`config.mk`:
```
export PLATFORM = sky130hd
export DESIGN_NAME = fpstk_file
export DESIGN_NICKNAME = d
export VERILOG_FILES = /design/src/rtl/fpstk_pkg.sv /design/src/rtl/fpstk_tagger.sv /design/src/rtl/fpstk_ctl.sv /design/src/rtl/fpstk_regs.sv /design/src/rtl/fpstk_file.sv
export SDC_FILE = /design/constraint.sdc
export NUM_CORES = 2
export LEC_CHECK = 0
export BUFFER_PORTS_ARGS = -buffer_cell sky130_fd_sc_hd__buf_2
export CORE_MARGIN = 3
export CORE_UTILIZATION = 34
export CTS_CLUSTER_SIZE = 14
export DETAILED_ROUTE_END_ITERATION = 7
export GPL_TIMING_DRIVEN = 0
export HOLD_SLACK_MARGIN = 0.06
export PLACE_DENSITY_LB_ADDON = 0.05
export SLEW_MARGIN = 15
export SYNTH_ARGS = -nofsm -noshare
export SYNTH_HDL_FRONTEND = slang
export SYNTH_SLANG_ARGS = --single-unit
```
`constraint.sdc`:
```
create_clock -name clk -period 7.3 [get_ports clk]
set_clock_uncertainty 0.15 [all_clocks]
set_input_delay 2.19 -clock clk [delete_from_list [all_inputs] [get_ports clk]]
set_output_delay 2.19 -clock clk [all_outputs]
set_load 0.03 [all_outputs]
```
`src/rtl/fpstk_pkg.sv`:
```
package fpstk_pkg;

    localparam int unsigned FP_W  = 80;
    localparam int unsigned EXP_W = 15;
    localparam int unsigned SIG_W = 64;

    typedef enum logic [1:0] {
        TAG_VALID   = 2'b00,
        TAG_ZERO    = 2'b01,
        TAG_SPECIAL = 2'b10,
        TAG_EMPTY   = 2'b11
    } tag_e;

    typedef enum logic [2:0] {
        OP_NOP   = 3'd0,
        OP_PUSH  = 3'd1,
        OP_POP   = 3'd2,
        OP_WRITE = 3'd3,
        OP_WRPOP = 3'd4
    } op_e;

    typedef struct packed {
        logic             sign;
        logic [EXP_W-1:0] expo;
        logic [SIG_W-1:0] sig;
    } fpx_t;

    // Content class of an extended-precision value
    function automatic tag_e classify(input fpx_t v);
        tag_e t;
        if (v.expo == '0 && v.sig == '0)
            t = TAG_ZERO;
        else if (v.expo == '1 || v.expo == '0)
            t = TAG_SPECIAL;
        else
            t = TAG_VALID;
        return t;
    endfunction

endpackage

```
`src/rtl/fpstk_tagger.sv`:
```
module fpstk_tagger
    import fpstk_pkg::*;
(
    input  fpx_t val_i,
    output tag_e tag_o
);

    always_comb begin
        tag_o = classify(val_i);
    end

endmodule

```
`src/rtl/fpstk_ctl.sv`:
```
module fpstk_ctl
    import fpstk_pkg::*;
#(
    parameter  int unsigned DEPTH = 8,
    localparam int unsigned PTR_W = $clog2(DEPTH)
) (
    input  logic                  clk,
    input  logic                  rst,
    input  logic [2:0]            op_i,
    input  logic [PTR_W-1:0]      wr_idx_i,
    input  logic                  rd_a_en_i,
    input  logic [PTR_W-1:0]      rd_a_idx_i,
    input  logic                  rd_b_en_i,
    input  logic [PTR_W-1:0]      rd_b_idx_i,
    input  logic [DEPTH-1:0][1:0] tags_i,
    output logic [PTR_W-1:0]      top_o,
    output logic                  ovf_o,
    output logic                  unf_o,
    output logic                  wr_en_o,
    output logic [PTR_W-1:0]      wr_phys_o,
    output logic                  clr_en_o,
    output logic [PTR_W-1:0]      clr_phys_o,
    output logic [PTR_W-1:0]      rd_a_phys_o,
    output logic [PTR_W-1:0]      rd_b_phys_o
);

    op_e              op;
    logic [PTR_W-1:0] top_q, top_d, push_slot;
    logic             ovf_now, unf_now, fault;
    logic             ovf_q, unf_q;
    logic             pops, writes;

    assign op          = op_e'(op_i);
    assign push_slot   = top_q - PTR_W'(1);
    assign rd_a_phys_o = top_q + rd_a_idx_i;
    assign rd_b_phys_o = top_q + rd_b_idx_i;

    assign pops   = (op == OP_POP) || (op == OP_WRPOP);
    assign writes = (op == OP_PUSH) || (op == OP_WRITE) || (op == OP_WRPOP);

    always_comb begin
        ovf_now = (op == OP_PUSH) && (tags_i[push_slot] != TAG_EMPTY);
        unf_now = (pops && (tags_i[top_q] == TAG_EMPTY))
               || (rd_a_en_i && (tags_i[rd_a_phys_o] == TAG_EMPTY))
               || (rd_b_en_i && (tags_i[rd_b_phys_o] == TAG_EMPTY));
        fault   = ovf_now || unf_now;
    end

    assign wr_en_o    = writes && !fault;
    assign wr_phys_o  = (op == OP_PUSH) ? push_slot : (top_q + wr_idx_i);
    assign clr_en_o   = pops && !fault;
    assign clr_phys_o = top_q;

    always_comb begin
        top_d = top_q;
        if (!fault) begin
            case (op)
                OP_PUSH:         top_d = push_slot;
                OP_POP, OP_WRPOP: top_d = top_q + PTR_W'(1);
                default:         top_d = top_q;
            endcase
        end
    end

    always_ff @(posedge clk) begin
        if (rst) begin
            top_q <= '0;
            ovf_q <= 1'b0;
            unf_q <= 1'b0;
        end else begin
            top_q <= top_d;
            ovf_q <= ovf_now;
            unf_q <= unf_now;
        end
    end

    assign top_o = top_q;
    assign ovf_o = ovf_q;
    assign unf_o = unf_q;

    AST_PUSH_DECREMENTS: assert property (@(posedge clk) disable iff (rst)
        (op == OP_PUSH && !fault) |=> (top_q == PTR_W'($past(top_q) - PTR_W'(1))));

    AST_POP_INCREMENTS: assert property (@(posedge clk) disable iff (rst)
        (pops && !fault) |=> (top_q == PTR_W'($past(top_q) + PTR_W'(1))));

    AST_FAULT_FREEZES_TOP: assert property (@(posedge clk) disable iff (rst)
        fault |=> $stable(top_q));

    AST_IDLE_KEEPS_TOP: assert property (@(posedge clk) disable iff (rst)
        (op != OP_PUSH && !pops) |=> $stable(top_q));

    AST_OVF_NEEDS_PUSH: assert property (@(posedge clk) disable iff (rst)
        (op != OP_PUSH) |=> !ovf_q);

    AST_UNF_NEEDS_CAUSE: assert property (@(posedge clk) disable iff (rst)
        (!pops && !rd_a_en_i && !rd_b_en_i) |=> !unf_q);

endmodule

```
`src/rtl/fpstk_regs.sv`:
```
module fpstk_regs
    import fpstk_pkg::*;
#(
    parameter  int unsigned DEPTH = 8,
    localparam int unsigned PTR_W = $clog2(DEPTH)
) (
    input  logic                  clk,
    input  logic                  rst,
    input  logic                  wr_en_i,
    input  logic [PTR_W-1:0]      wr_phys_i,
    input  fpx_t                  wr_data_i,
    input  tag_e                  wr_tag_i,
    input  logic                  clr_en_i,
    input  logic [PTR_W-1:0]      clr_phys_i,
    input  logic [PTR_W-1:0]      rd_a_phys_i,
    input  logic [PTR_W-1:0]      rd_b_phys_i,
    output fpx_t                  rd_a_data_o,
    output logic [1:0]            rd_a_tag_o,
    output fpx_t                  rd_b_data_o,
    output logic [1:0]            rd_b_tag_o,
    output logic [DEPTH-1:0][1:0] tags_o
);

    logic [DEPTH-1:0][1:0]    tag_vec;
    logic [DEPTH-1:0][FP_W-1:0] data_vec;

    for (genvar g = 0; g < DEPTH; g++) begin : g_ent
        logic [1:0] tag_q;
        fpx_t       data_q;
        logic       hit_wr, hit_clr;

        assign hit_wr  = wr_en_i  && (wr_phys_i  == PTR_W'(g));
        assign hit_clr = clr_en_i && (clr_phys_i == PTR_W'(g));

        // Clear wins: a pop follows the write within the same step
        always_ff @(posedge clk) begin
            if (rst)
                tag_q <= TAG_EMPTY;
            else if (hit_clr)
                tag_q <= TAG_EMPTY;
            else if (hit_wr)
                tag_q <= wr_tag_i;
        end

        always_ff @(posedge clk) begin
            if (rst)
                data_q <= '0;
            else if (hit_wr)
                data_q <= wr_data_i;
        end

        assign tag_vec[g]  = tag_q;
        assign data_vec[g] = data_q;
    end

    assign rd_a_data_o = data_vec[rd_a_phys_i];
    assign rd_a_tag_o  = tag_vec[rd_a_phys_i];
    assign rd_b_data_o = data_vec[rd_b_phys_i];
    assign rd_b_tag_o  = tag_vec[rd_b_phys_i];
    assign tags_o      = tag_vec;

    AST_POP_CLEARS: assert property (@(posedge clk) disable iff (rst)
        clr_en_i |=> (tag_vec[$past(clr_phys_i)] == TAG_EMPTY));

    AST_WRITE_TAGGED: assert property (@(posedge clk) disable iff (rst)
        (wr_en_i && !(clr_en_i && clr_phys_i == wr_phys_i))
        |=> (tag_vec[$past(wr_phys_i)] == $past(wr_tag_i)));

endmodule

```
`src/rtl/fpstk_file.sv`:
```
module fpstk_file
    import fpstk_pkg::*;
#(
    parameter  int unsigned DEPTH = 8,
    localparam int unsigned PTR_W = $clog2(DEPTH)
) (
    input  logic             clk,
    input  logic             rst,
    input  logic [2:0]       op_i,
    input  logic [PTR_W-1:0] wr_idx_i,
    input  logic [FP_W-1:0]  wr_data_i,
    input  logic             rd_a_en_i,
    input  logic [PTR_W-1:0] rd_a_idx_i,
    output logic [FP_W-1:0]  rd_a_data_o,
    output logic [1:0]       rd_a_tag_o,
    input  logic             rd_b_en_i,
    input  logic [PTR_W-1:0] rd_b_idx_i,
    output logic [FP_W-1:0]  rd_b_data_o,
    output logic [1:0]       rd_b_tag_o,
    output logic [PTR_W-1:0] top_o,
    output logic             ovf_o,
    output logic             unf_o
);

    logic [DEPTH-1:0][1:0] tags;
    logic                  wr_en, clr_en;
    logic [PTR_W-1:0]      wr_phys, clr_phys, rd_a_phys, rd_b_phys;
    tag_e                  wr_tag;
    fpx_t                  wr_val, a_val, b_val;

    assign wr_val = fpx_t'(wr_data_i);

    fpstk_tagger u_tagger (
        .val_i (wr_val),
        .tag_o (wr_tag)
    );

    fpstk_ctl #(.DEPTH(DEPTH)) u_ctl (
        .clk         (clk),
        .rst         (rst),
        .op_i        (op_i),
        .wr_idx_i    (wr_idx_i),
        .rd_a_en_i   (rd_a_en_i),
        .rd_a_idx_i  (rd_a_idx_i),
        .rd_b_en_i   (rd_b_en_i),
        .rd_b_idx_i  (rd_b_idx_i),
        .tags_i      (tags),
        .top_o       (top_o),
        .ovf_o       (ovf_o),
        .unf_o       (unf_o),
        .wr_en_o     (wr_en),
        .wr_phys_o   (wr_phys),
        .clr_en_o    (clr_en),
        .clr_phys_o  (clr_phys),
        .rd_a_phys_o (rd_a_phys),
        .rd_b_phys_o (rd_b_phys)
    );

    fpstk_regs #(.DEPTH(DEPTH)) u_regs (
        .clk         (clk),
        .rst         (rst),
        .wr_en_i     (wr_en),
        .wr_phys_i   (wr_phys),
        .wr_data_i   (wr_val),
        .wr_tag_i    (wr_tag),
        .clr_en_i    (clr_en),
        .clr_phys_i  (clr_phys),
        .rd_a_phys_i (rd_a_phys),
        .rd_b_phys_i (rd_b_phys),
        .rd_a_data_o (a_val),
        .rd_a_tag_o  (rd_a_tag_o),
        .rd_b_data_o (b_val),
        .rd_b_tag_o  (rd_b_tag_o),
        .tags_o      (tags)
    );

    assign rd_a_data_o = a_val;
    assign rd_b_data_o = b_val;

endmodule

```
==> metrics.txt <==
Avg Inst Size Synth 9.39 um2; main combinational cell family by area after synthesis multiplexers; initial antenna violation count 15; Max FO, Critical Path 10; H-Tree Depth 3; Crit. End Element primary output; Routed Antenna Nets 0; XOR/XNOR Fraction of Synth Area 0.315%; grt ovf 0; top-area cell type share of the netlist area 37.0%; Worst slew margin 12.4%; Post-synth EDFFs 0; top cells by instance count after synthesis dfxtp_1, nand3_1, a21oi_1; ys async rst share 0%; Req. time, crit path just under 5 ns; hold path depth 2; Post-Synth Simple-Gate Area between 10 and 15%; Leakage Power 13.9 nW; largest net degree at the start of global routing 13; core box area 0.104 mm2; Post-Syn Nets ~3900; Synth area leaders dfxtp_1, mux4_2, nand3_1; crit path DAT 4.95 ns; sw power 3.35 mW; io pins 265; post-synthesis compound-gate area fraction 18.7%; PortBufs about 180; register share of total power 36.4%; clock tree from TritonCTS yes; Initial Utilization 34.4%; maximum vdd drop approximately 0.19 mV; filler cell count in the final layout between 10000 and 15000; Clock Sinks 661; Die Y ~330 um; status complete, no violations; measured slew at the worst slew-check pin 1.31 ns; Logic pwr share 20.8%; final hold slack 0.336 ns; vias in the first global route 32600; cell with the most instances after synthesis dfxtp_1; Place WS -1.16 ns; Max Cap Viol 0; share of post-route cells with drive strength above 1 25.1%; Seq/Total Area, Yosys 37.0%; final hold vios 0; die width about 330 um; first-pass GRT wire length 241 mm; RR Endpoint u_regs.data_vec[389]; final setup violation count 0; Setup Crit Path Kind in2out; Clk pwr share 42.8%; Pre-Repair DR Iteration Count 5; PostCTS Resize Cnt 121; Via density about 6.2; Cell Int Power about 6.8 mW; Iteration-0 DRC Markers between 3000 and 4000; leading area contributor after synthesis dfxtp_1; sink of the worst hold path u_regs.data_vec[146]; Yosys cell types 46; Post-CTS Hold Buffers 0; Finished Core Util about 40%; via count 34400; Hold WC Path Type reg2reg; Final min period ~7.3 ns; Setup crit start kind input port; yosys warns 0; post-CTS setup buffer count 0; PnR worst setup slack 0.00703 ns; clk_lat worst skew 0.65 ns; switch share 33.0%; Remaining DRCs 0; final net count 4200; mux cell area share after synthesis around a quarter; Power Dens Cells 243 mW/mm2; Clock Path Buffers 3; RSZ-0062 raised after global routing no; Routed WL about 170 mm; worst-case reg-to-reg path depth 10; GP Congestion 0.864; HP Start u_regs.data_vec[146]; GRT Total Usage 30.3%; Max Fclk approximately 140 MHz; RR Startpoint u_ctl.clr_phys_o[0]; HPWL Detailed 122 mm; full die area 0.109 mm2; FF+latch count, synth 661; Rows between 100 and 150; reg-to-reg setup timing slack 2.43 ns; DR WL/cell 30.5 um; Slew Limit Fails 0; Crit. Startpoint rd_b_idx_i[0]; adder-cell area share of the yosys netlist 0.517%; ys flop type dfxtp_1; CTS Root Cell clkbuf_16; final period utilization 99.9%; Clock transition at path regs about 0.06 ns; CTS Buf Count 82; Area Growth Syn to Fin 16.5%; Mapped Cells 3813; mapped cell area between 0.03 and 0.04 mm2
-- metrics by stage --
stage               cell area [um2]  total power [mW]  TNS, ns  instances
finish                        41700              10.1        0       5543
CTS                           41700              10.2        0       5534
detailed placement            38600              5.82  -130.01       5386
global placement              38400              5.82  -158.31       5376
global route                  41700              10.4        0       5538
floorplan                     35800              4.94        0       3813
-- worst max path at each step --
stage                      endpoint  slack [ns]  depth (start not counted)
floorplan           rd_a_data_o[66]        0.37                          8
global placement    rd_a_data_o[35]       -1.27                         11
detailed placement  rd_b_data_o[32]       -1.16                         11
CTS                 rd_b_data_o[54]       0.002                          8
global route        rd_a_data_o[52]      0.0002                         11
finish              rd_b_data_o[32]       0.007                         11
-- registers in the layout (all words and copies together) (netlist names) --
name,count
u_ctl.ovf_o,1
u_regs.data_vec,640
u_ctl.clr_phys_o,3
u_regs.g_ent.tag_q,16
u_ctl.unf_o,1
-- logic make-up (layout without fill, tap and decap cells) --
family | count (synthesis) | after routing
AO/OA/AOI/OAI | 1323 | 1323
AND/OR/NAND/NOR | 774 | 774
flip-flops | 661 | 661
buffers and inverters | 541 | 883
multiplexers | 493 | 493
adder cells (fa/ha/maj) | 13 | 13
XOR/XNOR | 8 | 8
other | 0 | 8
-- routing by layer --
layer	GRT usage (%)	routed length [um]	share of wire [%]	up-vias
li1	-	-	-	15000
met1	43.1	73900	44	17500
met2	45.7	74200	44	1630
met3	6.24	14600	8.6	299
met4	10.2	6290	3.7	2
met5	0	13	0.0077	-
-- cell type report --
cell class / instances / area, um2 / share of cell area (%)
clock buffer: 126 / 2530 / 6.07
buffer: 533 / 2560 / 6.13
tap: 1380 / 1730 / 4.14
inverter: 8 / 30.0 / 0.0720
clock inverter: 22 / 269 / 0.645
timing repair buffer: 194 / 1100 / 2.63
multi-input combinational: 2611 / 20200 / 48.5
antenna: 8 / 20.0 / 0.0480
sequential: 661 / 13200 / 31.7
-- power groups by stage --
stage                     Sequential, mW  Clock (mW)  Combinational, mW
final                               3.69        4.34               2.11
after global routing                3.70        4.50               2.20
after global placement              3.77           0               2.05
after floorplan                     3.76           0               1.18
after detailed placement            3.77           0               2.05
after CTS                           3.69        4.38               2.08
-- cell usage in the layout, fill, tap and decap left out, drive strengths merged, types with 3 or more instances in the layout --
cell type  netlist  routed
clkbuf         325     454
a211oi           9       9
inv              8       9
dfxtp          661     661
bufinv           0       6
diode            0       8
mux4           330     330
nand2           18      18
clkinv           0      13
nand3          652     652
buf            208     398
ha              10      10
nor2            12      12
fa               3       3
xnor2            3       3
nand2b           3       3
nor3            12      12
nand4           34      34
o21ai          660     660
a21oi          641     641
nor4            21      21
mux2           163     163
nand4b           4       4
and4             8       8
-- critical path: stages --
cell      delay, ns
buf_2          0.17
ha_1           0.17
inv_1          0.05
fa_1           0.36
xnor3_1        0.21
buf_4          0.25
buf_4          0.33
clkbuf_8       0.29
mux4_2         0.38
mux2_2         0.33
buf_2          0.19
Note: power is estimated with default switching activity, not from simulation.
